`src/rtl/acg_pkg.sv`:
```
package acg_pkg;
  // Per-cycle events of the bit clock divider, in the source clock domain
  typedef struct packed {
    logic fall;  // bit clock goes low at this edge
    logic wrap;  // bit period ends at this edge
  } bit_evt_t;
endpackage

```
`src/rtl/acg_bclk_div.sv`:
```
module acg_bclk_div
  import acg_pkg::*;
#(
  parameter int unsigned DIV_W   = 7,
  localparam int unsigned RATIO_W = DIV_W + 1
) (
  input  logic               clk_i,
  input  logic               rst_ni,
  input  logic [RATIO_W-1:0] ratio_i,
  input  logic               act_q_i,
  input  logic               act_d_i,
  output bit_evt_t           evt_o,
  output logic               pass_o,
  output logic               bclk_o
);
  logic [RATIO_W-1:0] cnt_q, cnt_d, pos_nxt, hi_len;
  logic               bclk_q, bclk_d, en_lat_q;

  assign hi_len     = RATIO_W'((ratio_i + RATIO_W'(1)) >> 1);
  assign pass_o     = (ratio_i == RATIO_W'(1));
  assign evt_o.wrap = act_q_i && (cnt_q == ratio_i - RATIO_W'(1));
  assign evt_o.fall = act_q_i && (cnt_q == hi_len - RATIO_W'(1));

  // A fresh start enters position 0 (high phase)
  assign pos_nxt = (!act_q_i || evt_o.wrap) ? '0 : cnt_q + RATIO_W'(1);
  assign cnt_d   = act_d_i ? pos_nxt : '0;
  assign bclk_d  = act_d_i && (pos_nxt < hi_len);

  always_ff @(posedge clk_i or negedge rst_ni) begin
    if (!rst_ni) begin
      cnt_q  <= '0;
      bclk_q <= 1'b0;
    end else begin
      cnt_q  <= cnt_d;
      bclk_q <= bclk_d;
    end
  end

  // Low-phase enable latch for the pass-through gate
  always_ff @(negedge clk_i or negedge rst_ni) begin
    if (!rst_ni) en_lat_q <= 1'b0;
    else         en_lat_q <= act_q_i;
  end

  assign bclk_o = pass_o ? (clk_i & en_lat_q) : bclk_q;

  // position never leaves the programmed period
  a_r2_cnt_in_period: assert property (@(posedge clk_i) disable iff (!rst_ni)
    act_q_i |-> (cnt_q < ratio_i));

  // the registered clock is low whenever the divider is idle
  a_r3_idle_low: assert property (@(posedge clk_i) disable iff (!rst_ni)
    !act_q_i |-> !bclk_q);
endmodule

```
`src/rtl/acg_wclk_gen.sv`:
```
module acg_wclk_gen #(
  parameter int unsigned FB_W = 8
) (
  input  logic            clk_i,
  input  logic            rst_ni,
  input  logic [FB_W-1:0] frame_bits_i,
  input  logic            act_d_i,
  input  logic            fall_i,
  input  logic            wrap_i,
  input  logic            pass_i,
  output logic            frame_end_o,
  output logic            wclk_o
);
  logic [FB_W-1:0] half, fcnt_q, fcnt_nxt;
  logic            wclk_q, wclk_nxt, wclk_neg_q;

  assign half = (frame_bits_i < FB_W'(2)) ? FB_W'(1) : (frame_bits_i >> 1);

  always_comb begin
    fcnt_nxt = fcnt_q;
    wclk_nxt = wclk_q;
    if (fall_i) begin
      if (fcnt_q == half - FB_W'(1)) begin
        fcnt_nxt = '0;
        wclk_nxt = ~wclk_q;
      end else begin
        fcnt_nxt = fcnt_q + FB_W'(1);
      end
    end
  end

  // Frame closes on the wrap after the word clock has returned low
  assign frame_end_o = wrap_i && (fcnt_nxt == '0) && !wclk_nxt;

  always_ff @(posedge clk_i or negedge rst_ni) begin
    if (!rst_ni) begin
      fcnt_q <= '0;
      wclk_q <= 1'b0;
    end else if (!act_d_i) begin
      fcnt_q <= '0;
      wclk_q <= 1'b0;
    end else begin
      fcnt_q <= fcnt_nxt;
      wclk_q <= wclk_nxt;
    end
  end

  // Pass-through: align the word clock with the gated clock's falling edge
  always_ff @(negedge clk_i or negedge rst_ni) begin
    if (!rst_ni) wclk_neg_q <= 1'b0;
    else         wclk_neg_q <= wclk_q;
  end

  assign wclk_o = pass_i ? wclk_neg_q : wclk_q;

  // half-frame counter stays inside the half-frame
  a_r5_fcnt_in_half: assert property (@(posedge clk_i) disable iff (!rst_ni)
    $stable(frame_bits_i) |-> (fcnt_q < half));
endmodule

```
`src/rtl/acg_run_ctrl.sv`:
```
module acg_run_ctrl (
  input  logic clk_i,
  input  logic rst_ni,
  input  logic req_i,
  input  logic frame_end_i,
  output logic act_q_o,
  output logic act_d_o
);
  logic act_q;

  assign act_d_o = act_q ? !(!req_i && frame_end_i) : req_i;

  always_ff @(posedge clk_i or negedge rst_ni) begin
    if (!rst_ni) act_q <= 1'b0;
    else         act_q <= act_d_o;
  end

  assign act_q_o = act_q;

  // a request held over a cycle leaves the clocks running
  a_r6_run_on_request: assert property (@(posedge clk_i) disable iff (!rst_ni)
    ($past(req_i) && $past(rst_ni)) |-> act_q);

  // the run state ends only on a frame boundary
  a_r8_stop_at_frame: assert property (@(posedge clk_i) disable iff (!rst_ni)
    $fell(act_q) |-> $past(frame_end_i));
endmodule

```
`src/rtl/audio_clk_master.sv`:
```
module audio_clk_master
  import acg_pkg::*;
#(
  parameter int unsigned DIV_W = 7,
  parameter int unsigned FB_W  = 8
) (
  input  logic             clk_i,
  input  logic             rst_ni,
  input  logic             bclk_drv_i,
  input  logic             wclk_drv_i,
  input  logic [DIV_W-1:0] div_code_i,
  input  logic [FB_W-1:0]  frame_bits_i,
  input  logic             dac_on_i,
  input  logic             keep_alive_i,
  output logic             bclk_o,
  output logic             wclk_o,
  output logic             bclk_oe_o,
  output logic             wclk_oe_o
);
  localparam int unsigned RATIO_W = DIV_W + 1;

  logic [RATIO_W-1:0] ratio;
  bit_evt_t           evt;
  logic               act_q, act_d, pass, frame_end;

  assign ratio = (div_code_i == '0) ? RATIO_W'(1 << DIV_W) : {1'b0, div_code_i};

  acg_run_ctrl i_run (
    .clk_i       (clk_i),
    .rst_ni      (rst_ni),
    .req_i       (dac_on_i | keep_alive_i),
    .frame_end_i (frame_end),
    .act_q_o     (act_q),
    .act_d_o     (act_d)
  );

  acg_bclk_div #(.DIV_W(DIV_W)) i_bdiv (
    .clk_i   (clk_i),
    .rst_ni  (rst_ni),
    .ratio_i (ratio),
    .act_q_i (act_q),
    .act_d_i (act_d),
    .evt_o   (evt),
    .pass_o  (pass),
    .bclk_o  (bclk_o)
  );

  acg_wclk_gen #(.FB_W(FB_W)) i_wgen (
    .clk_i        (clk_i),
    .rst_ni       (rst_ni),
    .frame_bits_i (frame_bits_i),
    .act_d_i      (act_d),
    .fall_i       (evt.fall),
    .wrap_i       (evt.wrap),
    .pass_i       (pass),
    .frame_end_o  (frame_end),
    .wclk_o       (wclk_o)
  );

  assign bclk_oe_o = bclk_drv_i;
  assign wclk_oe_o = wclk_drv_i;

  // divided word clock moves only together with a bit clock fall
  a_r5_wclk_on_fall: assert property (@(posedge clk_i) disable iff (!rst_ni)
    (!pass && !$stable(wclk_o)) |-> $fell(bclk_o));

  // lines low during reset
  always_comb begin
    if (!rst_ni) a_r9_reset_low: assert (!bclk_o && !wclk_o || pass);
  end
endmodule

```
`config.mk`:
```
export PLATFORM = sky130hd
export DESIGN_NAME = audio_clk_master
export DESIGN_NICKNAME = d
export VERILOG_FILES = /design/src/rtl/acg_pkg.sv /design/src/rtl/acg_bclk_div.sv /design/src/rtl/acg_wclk_gen.sv /design/src/rtl/acg_run_ctrl.sv /design/src/rtl/audio_clk_master.sv
export SDC_FILE = /design/constraint.sdc
export NUM_CORES = 1
export LEC_CHECK = 0
export BUFFER_PORTS_ARGS = -buffer_cell sky130_fd_sc_hd__buf_2
export CAP_MARGIN = 0
export CORE_AREA = 2 2 69 71
export DETAILED_ROUTE_END_ITERATION = 7
export DIE_AREA = 0 0 71 73
export PLACE_DENSITY = 0.83
export SLEW_MARGIN = 20
export SYNTH_ARGS = -nofsm -noshare
export SYNTH_HDL_FRONTEND = slang
export SYNTH_SLANG_ARGS = --single-unit
```
`constraint.sdc`:
```
create_clock -name clk_i -period 3.1 [get_ports clk_i]
set_input_delay 0.155 -clock clk_i [delete_from_list [all_inputs] [get_ports clk_i]]
set_output_delay 0.155 -clock clk_i [all_outputs]
set_load 0.01 [all_outputs]
```
# Word-level counts from Yosys, hierarchy flattened
# Cells that the tools add are included.
# W data, S select, Z words.
[op_classes] add_sub_neg=6 order_cmp=2 n_eq_ne=4 n_mux=13 bitwise=3 n_reduce_logical=13
[ops] op="$mux W8" n=6
[ops] op="$add A8 B1 Y8 const B" n=3
[ops] op="$eq A8 B8 Y1" n=3
[ops] op="$sub A8 B1 Y8 const B" n=2
[ops] op="$eq A8 B1 Y1 const B" n=1
[ops] op="$logic_not A8 Y1" n=1
[ops] op="$lt A8 B2 Y1 const B" n=1
[ops] op="$lt A8 B7 Y1" n=1
[ops] op="$sub A7 B1 Y8 const B" n=1
[ops] op="$logic_not A7 Y1" n=1
[ops] op="$mux W7" n=1
[ops] op="$logic_and A1 B1 Y1" n=6
[ops] op="$mux W1" n=6
[ops] op="$logic_not A1 Y1" n=4
[ops] op="$and A1 B1 Y1" n=1
[ops] op="$logic_or A1 B1 Y1" n=1
[ops] op="$not A1 Y1" n=1
[ops] op="$or A1 B1 Y1" n=1
[word_totals] regBits=21 input_bits=21 output_inout_bits=4 word_cells=48

# Depth between registers and ports, before layout
# Gate-level depths: netlist of the first run.
[depth] ltp_word=14 mapped_depth=16

# Cells and area by module
# From an unflattened synthesis of the first run, not the netlist that was laid out.
[hier_totals] cells_unflattened=288 area_unflattened_um2=2314.7
[modules_own_cells] mod="acg_bclk_div" n_inst=1 cells_per_inst=170 area_each_um2=1353.8 seq_area_each_um2=250.2
[modules_own_cells] mod="acg_wclk_gen" n_inst=1 cells_per_inst=103 area_each_um2=847.1 seq_area_each_um2=250.2
[modules_own_cells] mod="audio_clk_master" n_inst=1 cells_per_inst=12 area_each_um2=77.6 seq_area_each_um2=0.0
[modules_own_cells] mod="acg_run_ctrl" n_inst=1 cells_per_inst=3 area_each_um2=36.3 seq_area_each_um2=25.0

==> results by group, run 1 <==
Run status
  • Status: finished clean

Layout
  • Most frequent cells in the layout: nor2_1 (30), buf_4 (23), xnor2_1 (22), dfrtp_1 (19), buf_2 (19)
  • P&R area growth vs syn: 15.8%
  • Antenna cells: 0
  • Reg area: 526 µm²
  • Fin util: 59.6%
  • Area of the multi-input gates: 1700 µm²
  • Fillers: 396
  • Share of layout cells above drive strength 1: 19.9%
  • Nets: 362
  • Most common cell after layout, fill and taps aside: nor2_1
  • Design Area, Final: 2700 µm²

Synth
  • Post-synth cell types: 60
  • Main flop type after synthesis: dfrtp_1
  • Asr flop ratio synth: 100%
  • Mapped Area: 2330 µm²
  • Sequential element share of the synthesized area: 22.5%
  • EDFF count, synth: 0
  • Synth warn: 0
  • Seq cells post-synth: 21
  • Main combinational cell family by area after synthesis: simple AND/OR/NAND/NOR gates
  • Post-Synth Adder-Cell Area: 7.51%
  • Average size of a mapped cell: 7.96 µm²
  • Synth Instances: 293
  • Mux contribution to synthesized area: 2.68%
  • Net count after synthesis: 328
  • Compound-Gate Fraction of Synth Area: 22.0%
  • Post-synthesis xor/xnor area fraction: 13.5%
  • Fraction of the mapped netlist area in simple logic gates: 26.3%

Hold path
  • Worst hold path class: in2reg
  • Hold Path Cell Cnt: 3

Timing
  • RSZ-0062 raised after global routing: false
  • Slew @ Worst Pin: 488 ps
  • Fin. Hold Viols: 0
  • Clock skew: 22.2 ps
  • Max Clk Rate: 0.340 GHz
  • Final setup vio count: 0
  • Tcrit/Tclk final: 94.8%
  • Final min period: 2940 ps
  • Slew headroom: 67.5%
  • Fin Hold WS: 5.61 ps
  • Count of pins over their slew limit: 0
  • Setup TNS: 0 ps

GRT
  • Grt met1 use: 27.2%
  • Largest net degree at the start of global routing: 22
  • Gr busiest metal: met2
  • First-pass GRT wire length: 9520 µm
  • Gr ovfl total: 0
  • Initial antenna violation count: 0
  • Vias in the first global route: 2160
  • Total global-route track usage: 23.3%
  • Global-route track usage on met2: 42.0%
  • GRT met3 Usage: 2.62%

CTS
  • Clk Latency, worst-skew pair: 400 ps
  • CTS tree: done
  • Setup Fix Bufs, Post-CTS: 0
  • CTS clk-pin slew, worst paths: 90 ps

Placement
  • IO Port Bufs: 19
  • RD Place Congestion: 0.846
  • Placed Area: 2590 µm²
  • Dpl hpwl: 4330 µm

Power
  • Flop pwr share: 28.0%
  • Switching Power: 699 µW
  • VDD IR-drop max: 0.197 mV
  • Clock share of power: 19.1%
  • Cell Int Power: 936 µW
  • Switching share of total power: 42.8%
  • Lkg Pwr: 1.15 nW
  • Total Power: 1.63 mW
  • Power Density: 605 nW/µm²
  • Combinational power share: 52.9%

Routing
  • Drt first pass iters: 4
  • Vias: 2327
  • DR DRC count: 0
  • Routed len/inst: 15.2 µm
  • Routed Wire Length: 5790 µm
  • Via-per-instance ratio: 6.12
  • Final ANT Viol Nets: 0
  • DR iter-0 viols: 121

Die
  • Io pins: 25
  • Die width: 71 µm
  • Initial Util: 51.4%
  • Cell Rows: 25
  • Core outline area: 4540 µm²
  • Die height: 73 µm
  • Die area: 5180 µm²

Critical path
  • CP Capture Type: register
  • Crit Path Class: reg2reg
  • Max FO, Critical Path: 6
  • CP Launch Type: register
  • R2R depth: 12
  • Critical path arrival: 3240 ps
  • Data required time at the worst endpoint: 3400 ps

Flow run
  • Maxcap violations: 0
==> logic make-up after synthesis <==
kind of cell / after synthesis
and+or+nand+nor: 115
AOI/OAI and AO/OA: 72
xor gates and xnor gates: 36
buffers and inverters: 29
DFF: 21
adders and majority gates: 14
muxes: 6
==> critical path, cell delays in order, from the launching register on <==
cell     delay (ps)
dfrtp_1         410
buf_4           170
xor2_1          150
o41a_1          340
o41ai_2         280
buf_4           190
nor2_1           60
ha_1            310
a22o_1          240
o31a_1          240
nor3_1          140
o21ai_0         130
a41oi_1         200
==> power groups by stage <==
stage | Sequential (mW) | Combinational, mW | Clock (mW)
after floorplan | 0.421 | 0.644 | 0.0108
after global placement | 0.453 | 0.791 | 0.0155
after detailed placement | 0.457 | 0.836 | 0.0155
after CTS | 0.452 | 0.852 | 0.313
after global routing | 0.472 | 0.954 | 0.329
final | 0.458 | 0.865 | 0.312
==> synth_stat cells (2+ instances only) <==
cell      count  share of area [%]
nor2_1       30                4.8
xnor2_1      23                8.6
dfrtp_1      19                 20
nand3_1      16                3.4
a21oi_1      15                3.2
ha_1         14                7.5
nor3_1       14                3.0
o21ai_0      13                2.8
xor2_1       13                4.9
inv_1        12                1.9
nand2_1      10                1.6
and3_1        9                2.4
clkbuf_1      9                1.4
or3_1         9                2.4
a211oi_1      6                1.9
a31oi_1       6                1.6
nor2b_1       5                1.3
nor4_1        5                1.3
o21a_1        5                1.6
buf_2         4               0.86
mux2i_1       4                1.7
buf_4         3               0.97
nand4_1       3               0.80
o211a_1       3                1.3
o31ai_1       3               0.97
a31o_2        2               0.75
dfrtn_1       2                2.1
o211ai_1      2               0.64
o31a_1        2               0.75
or2_2         2               0.54
==> flip-flops by register name (all words and copies together), names as in the netlist <==
signal             count
i_bdiv.cnt_q           8
i_wgen.fcnt_q          8
i_bdiv.bclk_q          1
i_bdiv.en_lat_q        1
i_run.act_q_o          1
i_wgen.wclk_neg_q      1
i_wgen.wclk_q          1
==> layer usage <==
metal / wire length, µm / share of wire [%] / vias up
met2: 2870 / 50 / 75
met4: 178 / 3.1 / 0
met3: 215 / 3.7 / 16
li1: - / - / 1137
met1: 2530 / 44 / 1099
met5: 0 / 0 / -
==> worst paths after layout <==
kind | slack (ps) | endpoint | startpoint
max | 160 | i_bdiv.bclk_q$_DFF_PN0_ | i_bdiv.cnt_q[3]$_DFF_PN0_
min | 6 | i_run.act_q_o$_DFF_PN0_ | dac_on_i
max reg2reg | 160 | i_bdiv.bclk_q$_DFF_PN0_ | i_bdiv.cnt_q[3]$_DFF_PN0_
min reg2reg | 600 | i_bdiv.cnt_q[0]$_DFF_PN0_ | i_bdiv.cnt_q[0]$_DFF_PN0_
max in group asynchronous | 1060 | i_bdiv.en_lat_q$_DFF_NN0_ | rst_ni
min in group asynchronous | 260 | i_wgen.fcnt_q[2]$_DFF_PN0_ | rst_ni
==> layout make-up <==
type                       count  share of cell area, %
clock inverter                 1                  0.278
multi-input combinational    243                   62.8
inverter                      12                   1.67
sequential                    21                   19.5
clock buffer                   7                   3.24
timing repair buffer          42                   10.1
tap                           54                   2.50
==> per-stage QoR <==
| step | setup slack (ps) | std cells |
|---|---|---|
| after global placement | -21.6 | 372 |
| after detailed placement | -117 | 372 |
| after CTS | 195 | 380 |
| after global routing | 41.3 | 380 |
| final | 160 | 380 |
| after floorplan | 37.9 | 293 |
==> timing repair <==
action                                  CTS  global route
endpoints found under the setup margin    0             1
hold buffers                              1             0
gates resized for setup                   0             1
endpoints found under the hold margin    19             0
No activity file was read; power rests on OpenSTA's default activity.
==> run 2: changes to the inputs <==
--- a/config.mk
+++ b/config.mk
@@ -10,8 +10,9 @@
 export CORE_AREA = 2 2 69 71
 export DETAILED_ROUTE_END_ITERATION = 7
 export DIE_AREA = 0 0 71 73
-export PLACE_DENSITY = 0.83
+export PLACE_DENSITY = 0.82
 export SLEW_MARGIN = 20
 export SYNTH_ARGS = -nofsm -noshare
 export SYNTH_HDL_FRONTEND = slang
+export SYNTH_HIERARCHICAL = 1
 export SYNTH_SLANG_ARGS = --single-unit
==> run 2 against run 1 <==
The run now ends with setup timing left; critical path depth increased by 8; hold slack improved by 240 ps; clock skew increased by 6.2 ps; sequential power decreased by 0.9%; wire length increased by 24%; synthesized cell count decreased by 1.7%; critical endpoint is now i_bdiv/bclk_q$_DFF_PN0_; largest cell class unchanged.
==> results by group, run 2 <==
Synth
  • Seq cells post-synth: 21
  • Synth Instances: 288
  • Average size of a mapped cell: 8.04 µm²
  • Post-Synth Adder-Cell Area: 7.03%
  • Synth top area share: 20.5%
  • Compound-Gate Fraction of Synth Area: 15.9%
  • Synth area leaders: dfrtp_1 (21%), xor2_1 (8.3%), xnor2_1 (7.6%), ha_1 (7.0%), nor2_1 (4.4%)
  • Largest area contributor in the netlist: dfrtp_1
  • Mux contribution to synthesized area: 0.919%
  • Mapped Area: 2310 µm²
  • Main combinational cell family by area after synthesis: simple AND/OR/NAND/NOR gates
  • Post-synthesis xor/xnor area fraction: 16.9%
  • EDFF count, synth: 0
  • Fraction of the mapped netlist area in simple logic gates: 27.5%
  • Asr flop ratio synth: 100%
  • Net count after synthesis: 322
  • Sequential element share of the synthesized area: 22.7%
  • Post-synth cell types: 62
  • Synth warn: 6
  • Main flop type after synthesis: dfrtp_1
  • Most frequent cell after synthesis: nor2_1
  • Synth cell count leaders: nor2_1 (27), xor2_1 (22), xnor2_1 (20), dfrtp_1 (19), inv_1 (18)

Critical path
  • Crit Path Class: in2reg
  • CP Launch Type: input pin
  • Flop2flop setup slack: -260 ps
  • Critical path arrival: 3780 ps
  • R2R depth: 17
  • Reg2reg end: i_bdiv/bclk_q$_DFF_PN0_
  • Crit. Startpoint: div_code_i[5]
  • R2r startpoint: i_bdiv/cnt_q[6]$_DFF_PN0_
  • Data required time at the worst endpoint: 3360 ps
  • Crit path to: i_bdiv/bclk_q$_DFF_PN0_
  • CP Capture Type: register
  • Max FO, Critical Path: 3

Hold path
  • Worst hold path class: in2reg

Layout
  • Most common cell after layout, fill and taps aside: buf_4
  • Share of layout cells above drive strength 1: 36.6%
  • Area of the multi-input gates: 1730 µm²
  • Antenna cells: 0
  • Fillers: 317
  • Nets: 385
  • Most frequent cells in the layout: buf_4 (57), nor2_1 (24), xor2_1 (21), xnor2_1 (19), dfrtp_1 (19)
  • Reg area: 526 µm²
  • Fin util: 67.9%
  • Final Non-Filler Cells: 404
  • P&R area growth vs syn: 33.1%
  • Top Registers: i_bdiv/cnt_q (8), i_wgen/fcnt_q (8)

Placement
  • IO Port Bufs: 19
  • Dpl hpwl: 4270 µm
  • RD Place Congestion: 0.877
  • Placed cell count: 387

Die
  • Core outline area: 4540 µm²
  • Io pins: 25
  • Die height: 73 µm
  • Cell Rows: 25
  • Initial Util: 51.0%
  • Die area: 5180 µm²
  • Die width: 71 µm

Timing
  • Slew @ Worst Pin: 549 ps
  • Final setup vio count: 19
  • Tcrit/Tclk final: 113%
  • Count of pins over their slew limit: 0
  • Setup ws final: -417 ps
  • RSZ-0062 raised after global routing: true
  • Slew headroom: 62.9%
  • Fin. Hold Viols: 0
  • Max Clk Rate: 0.284 GHz
  • Clock skew: 28.3 ps
  • Setup TNS: -7400 ps
  • Final min period: 3520 ps

CTS
  • CTS tree: done
  • Clk Latency, worst-skew pair: 400 ps
  • CTS clk-pin slew, worst paths: 80 ps

Routing
  • Routed wl met2: 3530 µm
  • DR DRC count: 0
  • Routed len/inst: 17.7 µm
  • Met3 routed WL: 410 µm
  • Final ANT Viol Nets: 0
  • DR top layer: met4
  • Routed Wire Length: 7150 µm
  • Met1 wire length: 2990 µm
  • Via-per-instance ratio: 6.05
  • DR iter-0 viols: 248
  • Drt first pass iters: 6
  • Vias: 2445

GRT
  • Largest net degree at the start of global routing: 22
  • Gr ovfl total: 0
  • Total global-route track usage: 27.3%
  • First-pass GRT wire length: 11100 µm
  • Vias in the first global route: 2393
  • Initial antenna violation count: 0

Flow run
  • Maxcap violations: 0

Run status
  • Status: finished, violations left
  • Failing checks: setup timing

Power
  • Lkg Pwr: 1.37 nW
  • Power Density: 553 nW/µm²
  • VDD IR-drop max: 0.256 mV
## run 2: cell types whose count changed after synthesis, sizes merged, moves of 4 or more
cell / change
xor2: +9
or4: +6
nand3: -5
a21oi: -6
nand2: +7
and3: -4
nor2: -4
o21ai: -6
o22ai: +4
clkbuf: +8
inv: +6
or3: -9
## run 2: repair_timing
item,4_1_cts,5_1_grt
setup endpoints to repair,19,19
resized for setup,20,10
hold buffers,1,0
endpoints found under the hold margin,19,0
setup buffers,8,1
pin swaps,17,12
## run 2: worst min-delay path by stage
stage / start / end / slack (ps) / cells after the start
floorplan: rst_ni / i_bdiv/bclk_q$_DFF_PN0_ / -140 / 0
CTS: keep_alive_i / i_run/act_q_o$_DFF_PN0_ / 210 / 4
global placement: rst_ni / i_bdiv/cnt_q[2]$_DFF_PN0_ / 140 / 1
detailed placement: rst_ni / i_bdiv/cnt_q[2]$_DFF_PN0_ / 150 / 1
global route: keep_alive_i / i_run/act_q_o$_DFF_PN0_ / 260 / 4
finish: keep_alive_i / i_run/act_q_o$_DFF_PN0_ / 250 / 4
## run 2: area by class of cell
class,instances,area share [%]
timing repair buffer,80,19.2
clock buffer,8,2.96
inverter,19,2.35
tap,54,2.19
sequential,21,17.1
multi-input combinational,222,56.2
## run 2: logic make-up after synthesis
group,Yosys count
AOI/OAI and AO/OA,50
xor gates and xnor gates,43
adders and majority gates,13
buffers and inverters,45
DFF,21
muxes,2
and+or+nand+nor,114
## run 2: report_power, final
group / total, mW / internal [mW] / switching (mW) / leakage [nW]
logic: 0.951 / 0.446 / 0.505 / 1.06
registers: 0.454 / 0.339 / 0.115 / 0.254
clock network: 0.299 / 0.180 / 0.120 / 0.0493
## run 2: routing by layer
layer	vias to the layer above	track usage (%)
met4	0	14.5
li1	1140	-
met5	-	0
met3	27	4.28
met1	1173	32.9
met2	105	47.1
## run 2: metrics by stage
step           hold slack (ps)  setup slack, ps  cell area, µm²  total power [mW]
3_5_place_dp               152             -709            2800              1.27
5_1_grt                    265             -551            3080              1.79
3_3_place_gp               144             -654            2800              1.24
6_report                   250             -417            3080              1.70
2_1_floorplan             -141             -585            2450              1.05
4_1_cts                    207             -262            3040              1.60
## run 2: worst max-delay path, stage by stage
cell      delay (ps)
buf_2            110
or4_4            520
nor4_2           150
buf_4            170
xor3_1           390
o32ai_2          270
o311a_1          260
nand4_1          190
o211ai_1         220
o21ai_1           90
a32o_1           230
nand3_1          120
mux2i_1           80
inv_1             70
a21o_1           150
inv_2             50
buf_4            130
nor2_4            90
o21ai_2           60
a211oi_2         250
==> run 3: changes to the inputs <==
==> constraint.sdc (replaced) <==
create_clock -name clk_i -period 3.1 [get_ports clk_i]
set_input_delay 0.62 -clock clk_i [delete_from_list [all_inputs] [get_ports clk_i]]
set_output_delay 0.62 -clock clk_i [all_outputs]
set_load 0.01 [all_outputs]
==> run 3 against run 2 <==
The flow still finishes with violations (setup timing); fmax fell by 12%; non-clock buffer count rose by 19; clock power rose by 4%; sequential share of layout area fell by 1.5 points; global-route usage rose by 2.4 points; sequential power barely moved; count of clock-buffer cells in the layout did not move; register-to-register slack improved by 20 ps; combinational power rose by 13%; critical path type unchanged; critical endpoint is now i_bdiv/cnt_q[5]$_DFF_PN0_.
==> results by group, run 3 (synthesized netlist as in run 2, its figures left out) <==
Power
  • Total Power: 1.83 mW
  • Power Density: 541 nW/µm²
  • Lkg Pwr: 1.47 nW
  • VDD IR-drop max: 0.299 mV

Layout
  • Fillers: 287
  • P&R area growth vs syn: 45.8%
  • Top Registers: i_bdiv/cnt_q (8), i_wgen/fcnt_q (8)
  • Final Non-Filler Cells: 423
  • Share of layout cells above drive strength 1: 44.4%
  • Fin util: 74.4%
  • Antenna cells: 0
  • Design Area, Final: 3380 µm²
  • Most common cell after layout, fill and taps aside: buf_4
  • Nets: 404
  • Most frequent cells in the layout: buf_4 (75), xnor2_1 (19), dfrtp_1 (19), xor2_1 (18), nor2_1 (17)

Placement
  • Placed cell count: 402
  • IO Port Bufs: 19
  • RD Place Congestion: 0.912
  • Placed Area: 2930 µm²
  • Dpl hpwl: 4940 µm

Routing
  • Routed len/inst: 19.4 µm
  • Final ANT Viol Nets: 0
  • Vias: 2668
  • Via-per-instance ratio: 6.31
  • DR iter-0 viols: 171
  • Routed Wire Length: 8210 µm
  • DR DRC count: 0
  • Drt first pass iters: 5

Timing
  • Slew @ Worst Pin: 406 ps
  • Fin Hold WS: 234 ps
  • Setup ws final: -910 ps
  • Fin. Hold Viols: 0
  • RSZ-0062 raised after global routing: true
  • Final setup vio count: 22
  • Max Clk Rate: 0.249 GHz
  • Slew headroom: 72.7%
  • Count of pins over their slew limit: 0
  • Tcrit/Tclk final: 129%
  • Clock skew: 25.1 ps
  • Final min period: 4010 ps

GRT
  • Largest net degree at the start of global routing: 20
  • Total global-route track usage: 29.7%
  • Gr ovfl total: 0
  • Initial antenna violation count: 0
  • Vias in the first global route: 2600
  • First-pass GRT wire length: 11800 µm

CTS
  • Clk Latency, worst-skew pair: 410 ps
  • CTS clk-pin slew, worst paths: 90 ps
  • CTS tree: done

Critical path
  • Max FO, Critical Path: 8
  • CP Launch Type: input pin
  • Crit-path leading delay family: simple AND/OR/NAND/NOR gates
  • Data required time at the worst endpoint: 3340 ps
  • Critical path buffers and inverters: 5
  • CP Capture Type: register
  • Max incr delay on CP: 520 ps
  • Slowest cell on crit path: or4_4
  • Critical path arrival: 4260 ps
  • CP Cell Sequence: buf_8, ha_4, xnor2_4, ha_4, inv_2, or4_4, o211a_1, o32ai_2, o311a_1, nand4_1, buf_4, nor2_4, nand3_2, xor2_2, nand3_2, mux2i_1, inv_1, a21o_1, inv_2, or2_4, nor2_2
  • Crit Path Class: in2reg

Die
  • Core outline area: 4540 µm²
  • Die width: 71 µm
  • Initial Util: 51.0%
  • Die area: 5180 µm²
  • Cell Rows: 25
  • Die height: 73 µm
  • Io pins: 25

Flow run
  • Maxcap violations: 0

Run status
  • Failing checks: setup timing
  • Status: finished, violations left

Hold path
  • Worst hold path class: in2async
## run 3: worst reg2reg max path, stage by stage (launching register included)
cell and delay [ps]:
dfrtp_1 400, xor2_1 280, xnor2_1 190, nor3_1 70
a31oi_1 230, nor2_1 90, o311a_1 180, buf_4 170
buf_6 120, a211oi_2 230, a41oi_2 70, nor4b_2 310
nand3_2 120, mux2i_1 150, inv_1 60, a21o_1 180
inv_2 90, or2_4 220, nor2_2 70
## run 3: what timing repair did
| action | CTS | global route |
|---|---|---|
| endpoints found under the setup margin | 23 | 24 |
| hold buffers | 0 | 0 |
| setup buffers | 11 | 5 |
| resized for setup | 39 | 22 |
| gates cloned | 0 | 0 |
| pin swaps | 25 | 14 |
## run 3: final cells by class
class | count | area, µm² | area share, %
Clock buffer | 8 | 91.3 | 2.71
Inverter | 19 | 73.8 | 2.19
Timing Repair Buffer | 99 | 764 | 22.6
Multi-Input combinational cell | 222 | 1850 | 54.9
Sequential cell | 21 | 526 | 15.6
Tap cell | 54 | 67.6 | 2.00
## run 3: path summary, 6_finish.rpt
check | end | slack [ps] | depth (start not counted) | from
worst max-delay path | i_bdiv/cnt_q[5]$_DFF_PN0_ | -910 | 21 | div_code_i[1]
worst min-delay path | i_wgen/fcnt_q[4]$_DFF_PN0_ | 230 | 2 | rst_ni
worst max register to register | i_bdiv/cnt_q[5]$_DFF_PN0_ | -240 | 18 | i_bdiv/cnt_q[3]$_DFF_PN0_
worst min register to register | i_wgen/fcnt_q[1]$_DFF_PN0_ | 660 | 2 | i_wgen/fcnt_q[1]$_DFF_PN0_
max in group asynchronous | i_bdiv/en_lat_q$_DFF_NN0_ | 1530 | 1 | rst_ni
min in group clk_i | i_wgen/fcnt_q[1]$_DFF_PN0_ | 660 | 2 | i_wgen/fcnt_q[1]$_DFF_PN0_
## run 3: per-stage QoR
stage | setup slack (ps) | TNS, ps
floorplan | -1050 | -18500
global placement | -1140 | -19860
detailed placement | -1300 | -21480
CTS | -704 | -11580
global route | -942 | -17590
finish | -910 | -16790
## run 3: routing by layer
layer / share of wire (%) / GRT usage, %
met2: 50 / 52.9
met1: 36 / 30.7
met3: 6.6 / 7.60
met5: 0 / 0
met4: 6.7 / 20.5
## run 3: power by group
group          leakage [nW]  internal (mW)  switching, mW
sequential            0.254          0.339          0.113
combinational          1.17          0.488          0.578
clock                0.0508          0.183          0.127
